**src/rtl/cmp_timer_pkg.sv**
```systemverilog
package cmp_timer_pkg;

  typedef enum logic [2:0] {
    ADR_CTRL0  = 3'd0,
    ADR_CTRL1  = 3'd1,
    ADR_CNT_LO = 3'd2,
    ADR_CNT_HI = 3'd3,
    ADR_CMP_LO = 3'd4,
    ADR_CMP_HI = 3'd5,
    ADR_FLAGS  = 3'd6
  } regAddr_e;

  typedef enum logic [1:0] {
    MODE_CMP = 2'd0,
    MODE_PWM = 2'd1,
    MODE_TMR = 2'd2,
    MODE_RSV = 2'd3
  } mode_e;

  typedef enum logic [1:0] {
    ACT_KEEP   = 2'd0,
    ACT_LOW    = 2'd1,
    ACT_HIGH   = 2'd2,
    ACT_TOGGLE = 2'd3
  } matchAct_e;

  // strobes from control to datapath
  typedef struct packed {
    logic hold;
    logic clear;
  } cntStrobe_t;

endpackage

```
**src/rtl/cmp_timer_dp.sv**
```systemverilog
module cmp_timer_dp
  import cmp_timer_pkg::*;
#(
  parameter int CNT_W = 10,
  parameter int PER_W = 3
) (
  input  logic             clk,
  input  logic             rstN,
  input  cntStrobe_t       strb,
  input  logic [CNT_W-1:0] ccra,
  input  logic [PER_W-1:0] period,
  output logic [CNT_W-1:0] cnt,
  output logic             eqA,
  output logic             eqP,
  output logic             atMax
);

  localparam int LOW_W = CNT_W - PER_W;

  always_ff @(posedge clk or negedge rstN) begin
    if (!rstN)           cnt <= '0;
    else if (strb.hold)  cnt <= '0;
    else if (strb.clear) cnt <= '0;
    else                 cnt <= cnt + 1'b1;
  end

  assign eqA   = (cnt == ccra);
  assign eqP   = (cnt == {period, {LOW_W{1'b0}}});
  assign atMax = &cnt;

  AST_CNT_STEP: assert property (@(posedge clk) disable iff (!rstN)
    (!strb.hold && !strb.clear) |=> (cnt == $past(cnt) + 1'b1));

  AST_CNT_CLEAR: assert property (@(posedge clk) disable iff (!rstN)
    strb.clear |=> (cnt == '0));

endmodule

```
**src/rtl/cmp_timer_ctrl.sv**
```systemverilog
module cmp_timer_ctrl
  import cmp_timer_pkg::*;
#(
  parameter int CNT_W  = 10,
  parameter int PER_W  = 3,
  parameter int DATA_W = 8
) (
  input  logic              clk,
  input  logic              rstN,
  input  logic              wrEn,
  input  logic [2:0]        wrAddr,
  input  logic [DATA_W-1:0] wrData,
  input  logic [2:0]        rdAddr,
  output logic [DATA_W-1:0] rdData,
  input  logic [CNT_W-1:0]  cnt,
  input  logic              eqA,
  input  logic              eqP,
  input  logic              atMax,
  output cntStrobe_t        strb,
  output logic [CNT_W-1:0]  ccra,
  output logic [PER_W-1:0]  period,
  output logic              flagA,
  output logic              flagP,
  output logic              outPin
);

  localparam int HI_W = CNT_W - DATA_W;

  logic              runBit, initLvl, clrSel;
  mode_e             mode;
  matchAct_e         action;
  logic [DATA_W-1:0] loBuf;
  logic              isCmp, pHit, aEv, pEv, clrFlagA, clrFlagP;

  // register writes
  always_ff @(posedge clk or negedge rstN) begin
    if (!rstN) begin
      runBit  <= 1'b0;
      period  <= '0;
      mode    <= MODE_CMP;
      action  <= ACT_KEEP;
      initLvl <= 1'b0;
      clrSel  <= 1'b0;
      loBuf   <= '0;
      ccra    <= '0;
    end else if (wrEn) begin
      case (wrAddr)
        ADR_CTRL0: begin
          runBit <= wrData[0];
          period <= wrData[PER_W:1];
        end
        ADR_CTRL1: begin
          mode    <= mode_e'(wrData[1:0]);
          action  <= matchAct_e'(wrData[3:2]);
          initLvl <= wrData[4];
          clrSel  <= wrData[5];
        end
        ADR_CMP_LO: loBuf <= wrData;
        ADR_CMP_HI: ccra  <= {wrData[HI_W-1:0], loBuf};
        default: ;
      endcase
    end
  end

  // event decode
  always_comb begin
    isCmp = (mode == MODE_CMP);
    pHit  = (period == '0) ? atMax : eqP;
    aEv   = 1'b0;
    pEv   = 1'b0;
    strb.clear = 1'b0;
    if (runBit && isCmp) begin
      if (!clrSel) begin
        pEv        = pHit;
        aEv        = eqA;
        strb.clear = pHit && (period != '0);
      end else begin
        aEv        = eqA && (ccra != '0);
        strb.clear = aEv;
      end
    end
    strb.hold = !runBit;
  end

  // sticky flags, event wins over software clear
  assign clrFlagA = wrEn && (wrAddr == ADR_FLAGS) && !wrData[0];
  assign clrFlagP = wrEn && (wrAddr == ADR_FLAGS) && !wrData[1];

  always_ff @(posedge clk or negedge rstN) begin
    if (!rstN) begin
      flagA <= 1'b0;
      flagP <= 1'b0;
    end else begin
      flagA <= aEv || (flagA && !clrFlagA);
      flagP <= pEv || (flagP && !clrFlagP);
    end
  end

  // output pin
  always_ff @(posedge clk or negedge rstN) begin
    if (!rstN) outPin <= 1'b0;
    else if (!runBit) outPin <= initLvl;
    else begin
      case (mode)
        MODE_CMP: begin
          if (aEv) begin
            case (action)
              ACT_LOW:    outPin <= 1'b0;
              ACT_HIGH:   outPin <= 1'b1;
              ACT_TOGGLE: outPin <= !outPin;
              default:    ;
            endcase
          end
        end
        MODE_PWM: outPin <= (cnt < ccra);
        default:  outPin <= initLvl;
      endcase
    end
  end

  // read mux
  always_comb begin
    case (rdAddr)
      ADR_CTRL0:  rdData = DATA_W'({period, runBit});
      ADR_CTRL1:  rdData = DATA_W'({clrSel, initLvl, action, mode});
      ADR_CNT_LO: rdData = cnt[DATA_W-1:0];
      ADR_CNT_HI: rdData = DATA_W'(cnt[CNT_W-1:DATA_W]);
      ADR_CMP_LO: rdData = ccra[DATA_W-1:0];
      ADR_CMP_HI: rdData = DATA_W'(ccra[CNT_W-1:DATA_W]);
      ADR_FLAGS:  rdData = DATA_W'({flagP, flagA});
      default:    rdData = '0;
    endcase
  end

  AST_RUN_HOLD: assert property (@(posedge clk) disable iff (!rstN)
    !runBit |=> (cnt == '0));

  AST_P_NEVER: assert property (@(posedge clk) disable iff (!rstN)
    (clrSel && !flagP) |=> !flagP);

  AST_ZERO_CCRA: assert property (@(posedge clk) disable iff (!rstN)
    (clrSel && (ccra == '0) && !flagA) |=> !flagA);

  AST_PIN_QUIET: assert property (@(posedge clk) disable iff (!rstN)
    (runBit && isCmp && !aEv) |=> $stable(outPin));

  AST_FLAG_CLEAR: assert property (@(posedge clk) disable iff (!rstN)
    (clrFlagA && !aEv) |=> !flagA);

endmodule

```
**src/rtl/cmp_timer.sv**
```systemverilog
module cmp_timer
  import cmp_timer_pkg::*;
#(
  parameter int CNT_W  = 10,
  parameter int PER_W  = 3,
  parameter int DATA_W = 8
) (
  input  logic              clk,
  input  logic              rstN,
  input  logic              wrEn,
  input  logic [2:0]        wrAddr,
  input  logic [DATA_W-1:0] wrData,
  input  logic [2:0]        rdAddr,
  output logic [DATA_W-1:0] rdData,
  output logic              irqA,
  output logic              irqP,
  output logic              outPin
);

  cntStrobe_t       strb;
  logic [CNT_W-1:0] cnt, ccra;
  logic [PER_W-1:0] period;
  logic             eqA, eqP, atMax;

  cmp_timer_ctrl #(.CNT_W(CNT_W), .PER_W(PER_W), .DATA_W(DATA_W)) u_ctrl (
    .clk(clk), .rstN(rstN), .wrEn(wrEn), .wrAddr(wrAddr), .wrData(wrData),
    .rdAddr(rdAddr), .rdData(rdData), .cnt(cnt), .eqA(eqA), .eqP(eqP),
    .atMax(atMax), .strb(strb), .ccra(ccra), .period(period),
    .flagA(irqA), .flagP(irqP), .outPin(outPin)
  );

  cmp_timer_dp #(.CNT_W(CNT_W), .PER_W(PER_W)) u_dp (
    .clk(clk), .rstN(rstN), .strb(strb), .ccra(ccra), .period(period),
    .cnt(cnt), .eqA(eqA), .eqP(eqP), .atMax(atMax)
  );

endmodule

```
**config.mk**
```make
export PLATFORM = sky130hd
export DESIGN_NAME = cmp_timer
export DESIGN_NICKNAME = d
export VERILOG_FILES = /design/src/rtl/cmp_timer_pkg.sv /design/src/rtl/cmp_timer_dp.sv /design/src/rtl/cmp_timer_ctrl.sv /design/src/rtl/cmp_timer.sv
export SDC_FILE = /design/constraint.sdc
export NUM_CORES = 1
export LEC_CHECK = 0
export BUFFER_PORTS_ARGS = -buffer_cell sky130_fd_sc_hd__buf_4
export CORE_ASPECT_RATIO = 1.5
export CORE_UTILIZATION = 42
export DETAILED_ROUTE_END_ITERATION = 8
export MAX_ROUTING_LAYER = met4
export PLACE_DENSITY = 0.66
export SYNTH_ARGS = -nofsm -noshare
export SYNTH_HDL_FRONTEND = slang
export SYNTH_SLANG_ARGS = --single-unit
```
**constraint.sdc**
```tcl
create_clock -name clk -period 1.5 [get_ports clk]
set_input_delay 0 -clock clk [delete_from_list [all_inputs] [get_ports clk]]
set_output_delay 0 -clock clk [all_outputs]
set_load 0.01 [all_outputs]
```
==> metrics.md <==
| Metric | Value |
|---|---|
| Status | `complete, but fails checks` |
| CP startpoint kind | `register` |
| Global-route usage over all layers | `24.5%` |
| Slew @ Worst Pin | `625 ps` |
| Final Slew Violations | `0` |
| Peak VDD IR | `0.776 mV` |
| Die height | `95.8 um` |
| Placement Rows | `33` |
| Final Worst Setup Slack | `-147 ps` |
| Clock power share | `21.7%` |
| Max-cap viol count | `0` |
| Max stage delay cell, worst path | `dfrtp_1` |
| Switching share of power | `33.5%` |
| Gr ovfl total | `0` |
| Core area | `0.00557 mm^2` |
| Cells after synthesis | `233` |
| Final ANT Viol Nets | `0` |
| CP top delay family | `flip-flops` |
| Max Clk Rate | `607 MHz` |
| Post-synth cell types | `43` |
| Die Width | `64.5 um` |
| Synth Net Count | `264` |
| Sequential share of power | `35.6%` |
| WL final | `6.84 mm` |
| H-Tree Depth | `2` |
| Wire per inst | `17.8 um` |
| Final Hold Vio Count | `0` |
| Hold Slack | `102 ps` |
| DRT Pass-1 Iters | `4` |
| Initial drt markers | `124` |
| Final HPWL DP | `4.95 mm` |
| Part of the cycle the worst path needs | `110%` |
| Arrival time worst endpoint | `1820 ps` |
| Ant diodes | `0` |
| TritonCTS Buffers | `5` |
| Yosys reg bits | `41` |
| Ratio of cells with drive above 1 in the final layout | `49.8%` |
| Pre-CTS setup slack | `-185 ps` |
| Pin count of the biggest net entering global routing | `42` |
| Violated checks | `negative setup slack` |
| First-pass GRT wire length | `10.8 mm` |
| Final critical-path required period | `1650 ps` |
| Nets@finish | `345` |
| Sequential area share after synthesis | `41.7%` |
| # clock sinks | `41` |
| Post-Place Cells | `361` |
| Rel. slew slack | `58.1%` |
| Combinational Power Share | `42.7%` |
| Later-pin clock latency in the skew report | `290 ps` |
| CTS tree | `done` |
| Layout area overhead | `43.5%` |
| Crit path kind | `reg -> reg` |
| # setup viols final | `14` |
| Pleak | `1.52 nW` |
| Ys Warns | `0` |
| Port bufs | `27` |
| Clock-pin slew of the registers on the worst-case setup and hold paths | `90 ps` |
| Initial antenna violation count | `0` |
| Post-route insts no fill | `385` |
| Die area | `0.00618 mm^2` |
| WL met2 | `3.73 mm` |
| CP cell instances | `inv_2 > ha_4 > nor4b_4 > nand4_1 > o31ai_4 > buf_6 > a211oi_2` |
| Internal reg-to-reg setup slack | `-150 ps` |
| Initial Util | `44.2%` |
| Crit-path max cell delay | `400 ps` |
| Root Buffer | `clkbuf_8` |
| Vias in the first global route | `2,223` |
| Sw power | `0.00146 W` |
| Max Buffers Root-to-Sink | `2` |
| Placer Congestion | `0.910` |
| Top sig layer | `met4` |
| Hold Path Class | `in -> reg` |
| RSZ-0062 raised after global routing | `true` |
| # IOs | `28` |
| Vias per cell | `5.50` |
| WP buf/inv | `2` |
| Mapped cell area | `0.00246 mm^2` |
| Crit path max fanout | `6` |
| Residual DRC count | `0` |
| Nature of the critical path endpoint | `register` |
| M1 WL | `2.82 mm` |
| Pint | `0.00290 W` |
| Mapped Avg Cell Area | `10.6 um^2` |
| Clk_skew | `6.67 ps` |
| Vias post-DR | `2,117` |
| Met3 routed WL | `174 um` |
| Worst EP required | `1670 ps` |
| Power density over the cells | `1240 mW/mm^2` |
-- cell usage after synthesis, drive strengths merged --
master | count | share of area (%)
a211oi | 9 | 2.7
a21bo | 2 | 0.81
a21o | 2 | 0.61
a21oi | 10 | 2.0
a22oi | 5 | 1.5
a2bb2oi | 1 | 0.36
a311o | 1 | 0.41
a311oi | 1 | 0.36
a31oi | 3 | 0.76
and2 | 2 | 0.51
and3 | 2 | 0.51
and4 | 2 | 0.71
buf | 4 | 0.92
clkbuf | 2 | 0.31
clkinv | 1 | 0.15
dfrtp | 41 | 42
ha | 14 | 7.1
inv | 18 | 2.7
mux2 | 26 | 12
mux2i | 4 | 1.6
mux4 | 2 | 1.8
nand2 | 12 | 1.8
nand2b | 3 | 0.76
nand3 | 5 | 1.0
nand4 | 3 | 0.76
nand4b | 2 | 0.71
nor2 | 15 | 2.3
nor2b | 4 | 1.0
nor3 | 5 | 1.2
nor3b | 1 | 0.31
nor4 | 2 | 0.51
nor4b | 3 | 1.8
nor4bb | 1 | 0.41
o21ai | 10 | 2.0
o2bb2ai | 1 | 0.36
o31ai | 2 | 1.2
or2 | 1 | 0.25
or3b | 1 | 0.36
xnor2 | 9 | 3.2
xor2 | 1 | 0.36
-- routing by layer --
layer	vias up	global-route usage [%]
li1	1003	-
met4	0	12.4
met5	-	-
met1	1063	27.2
met3	10	2.01
met2	41	43.7
-- through the flow --
step	util (%)	setup TNS, ps	cell area [um^2]	power [W]
floorplan	-	-479	2480	0.00231
global placement	54.2	-1900	3020	0.00298
detailed placement	54.2	-1790	3020	0.00302
CTS	60.7	-1850	3380	0.00417
global route	63.4	-2320	3530	0.00460
finish	63.4	-1550	3530	0.00437
-- tightest hold or removal path, stage by stage --
cell	delay [ps]
buf_4	130
nand4b_1	110
o21ai_0	80
nand2_1	50
-- sequential cells by signal, summed over array words and instances, names as in the netlist, 2 cells and up --
signal,cells
u_ctrl.ccra,10
u_dp.cnt,10
u_ctrl.loBuf,8
u_ctrl.period,3
u_ctrl.action,2
u_ctrl.mode,2
-- power groups by stage --
stage / clock (W) / sequential [W] / combinational (W)
6_report: 0.000947 / 0.00155 / 0.00186
5_1_grt: 0.00101 / 0.00158 / 0.00201
4_1_cts: 0.000965 / 0.00154 / 0.00167
3_5_place_dp: 0 / 0.00157 / 0.00145
3_3_place_gp: 0 / 0.00155 / 0.00143
2_1_floorplan: 0 / 0.00158 / 0.000727
-- cell type report --
type | instances | area (um^2)
multi-input cells | 167 | 1570
fillers | 465 | 2040
repair buffers | 80 | 653
inverters | 19 | 71.3
well taps | 70 | 87.6
flip-flops and latches | 41 | 1030
clock inverters | 2 | 37.5
clock buffers | 6 | 82.6
-- final timing paths --
| kind | startpoint | endpoint | depth (start not counted) |
|---|---|---|---|
| hold / removal | wrEn | u_ctrl.flagA | 4 |
| min in group asynchronous | rstN | u_dp.cnt[2] | 2 |
| max in group asynchronous | rstN | u_dp.cnt[6] | 2 |
| setup reg to reg | u_dp.cnt[0] | u_dp.cnt[3] | 7 |
| setup / recovery | u_dp.cnt[0] | u_dp.cnt[3] | 7 |
| hold reg to reg | u_ctrl.loBuf[1] | u_ctrl.loBuf[1] | 1 |
-- layout by cell type, fill, tap and decap left out, drive strengths merged, types with 6 or more instances in the layout --
cell type    Yosys  final
a211oi           9      9
a21oi           10     10
buf              4     71
clkbuf           2      6
dfrtp           41     41
dlygate4sd3      0      9
ha              14     14
inv             18     18
mux2            26     26
nand2           12     12
nor2            15     15
o21ai           10     10
xnor2            9      9
-- cells by family after synthesis --
logic type | count (synthesis) | share of synthesized area [%]
flip-flops | 41 | 41.7
AO/OA/AOI/OAI | 47 | 13.2
XOR/XNOR | 10 | 3.56
adder cells (fa/ha/maj) | 14 | 7.12
AND/OR/NAND/NOR | 64 | 15.0
buffers and inverters | 25 | 4.12
multiplexers | 32 | 15.4
-- repair_timing --
item,CTS,global route
pin swaps,19,17
setup buffers,5,2
setup endpoints to repair,14,16
resized for setup,28,25
hold buffers,9,0
hold endpoints to repair,62,0
Power figures use the tool's default switching activity.
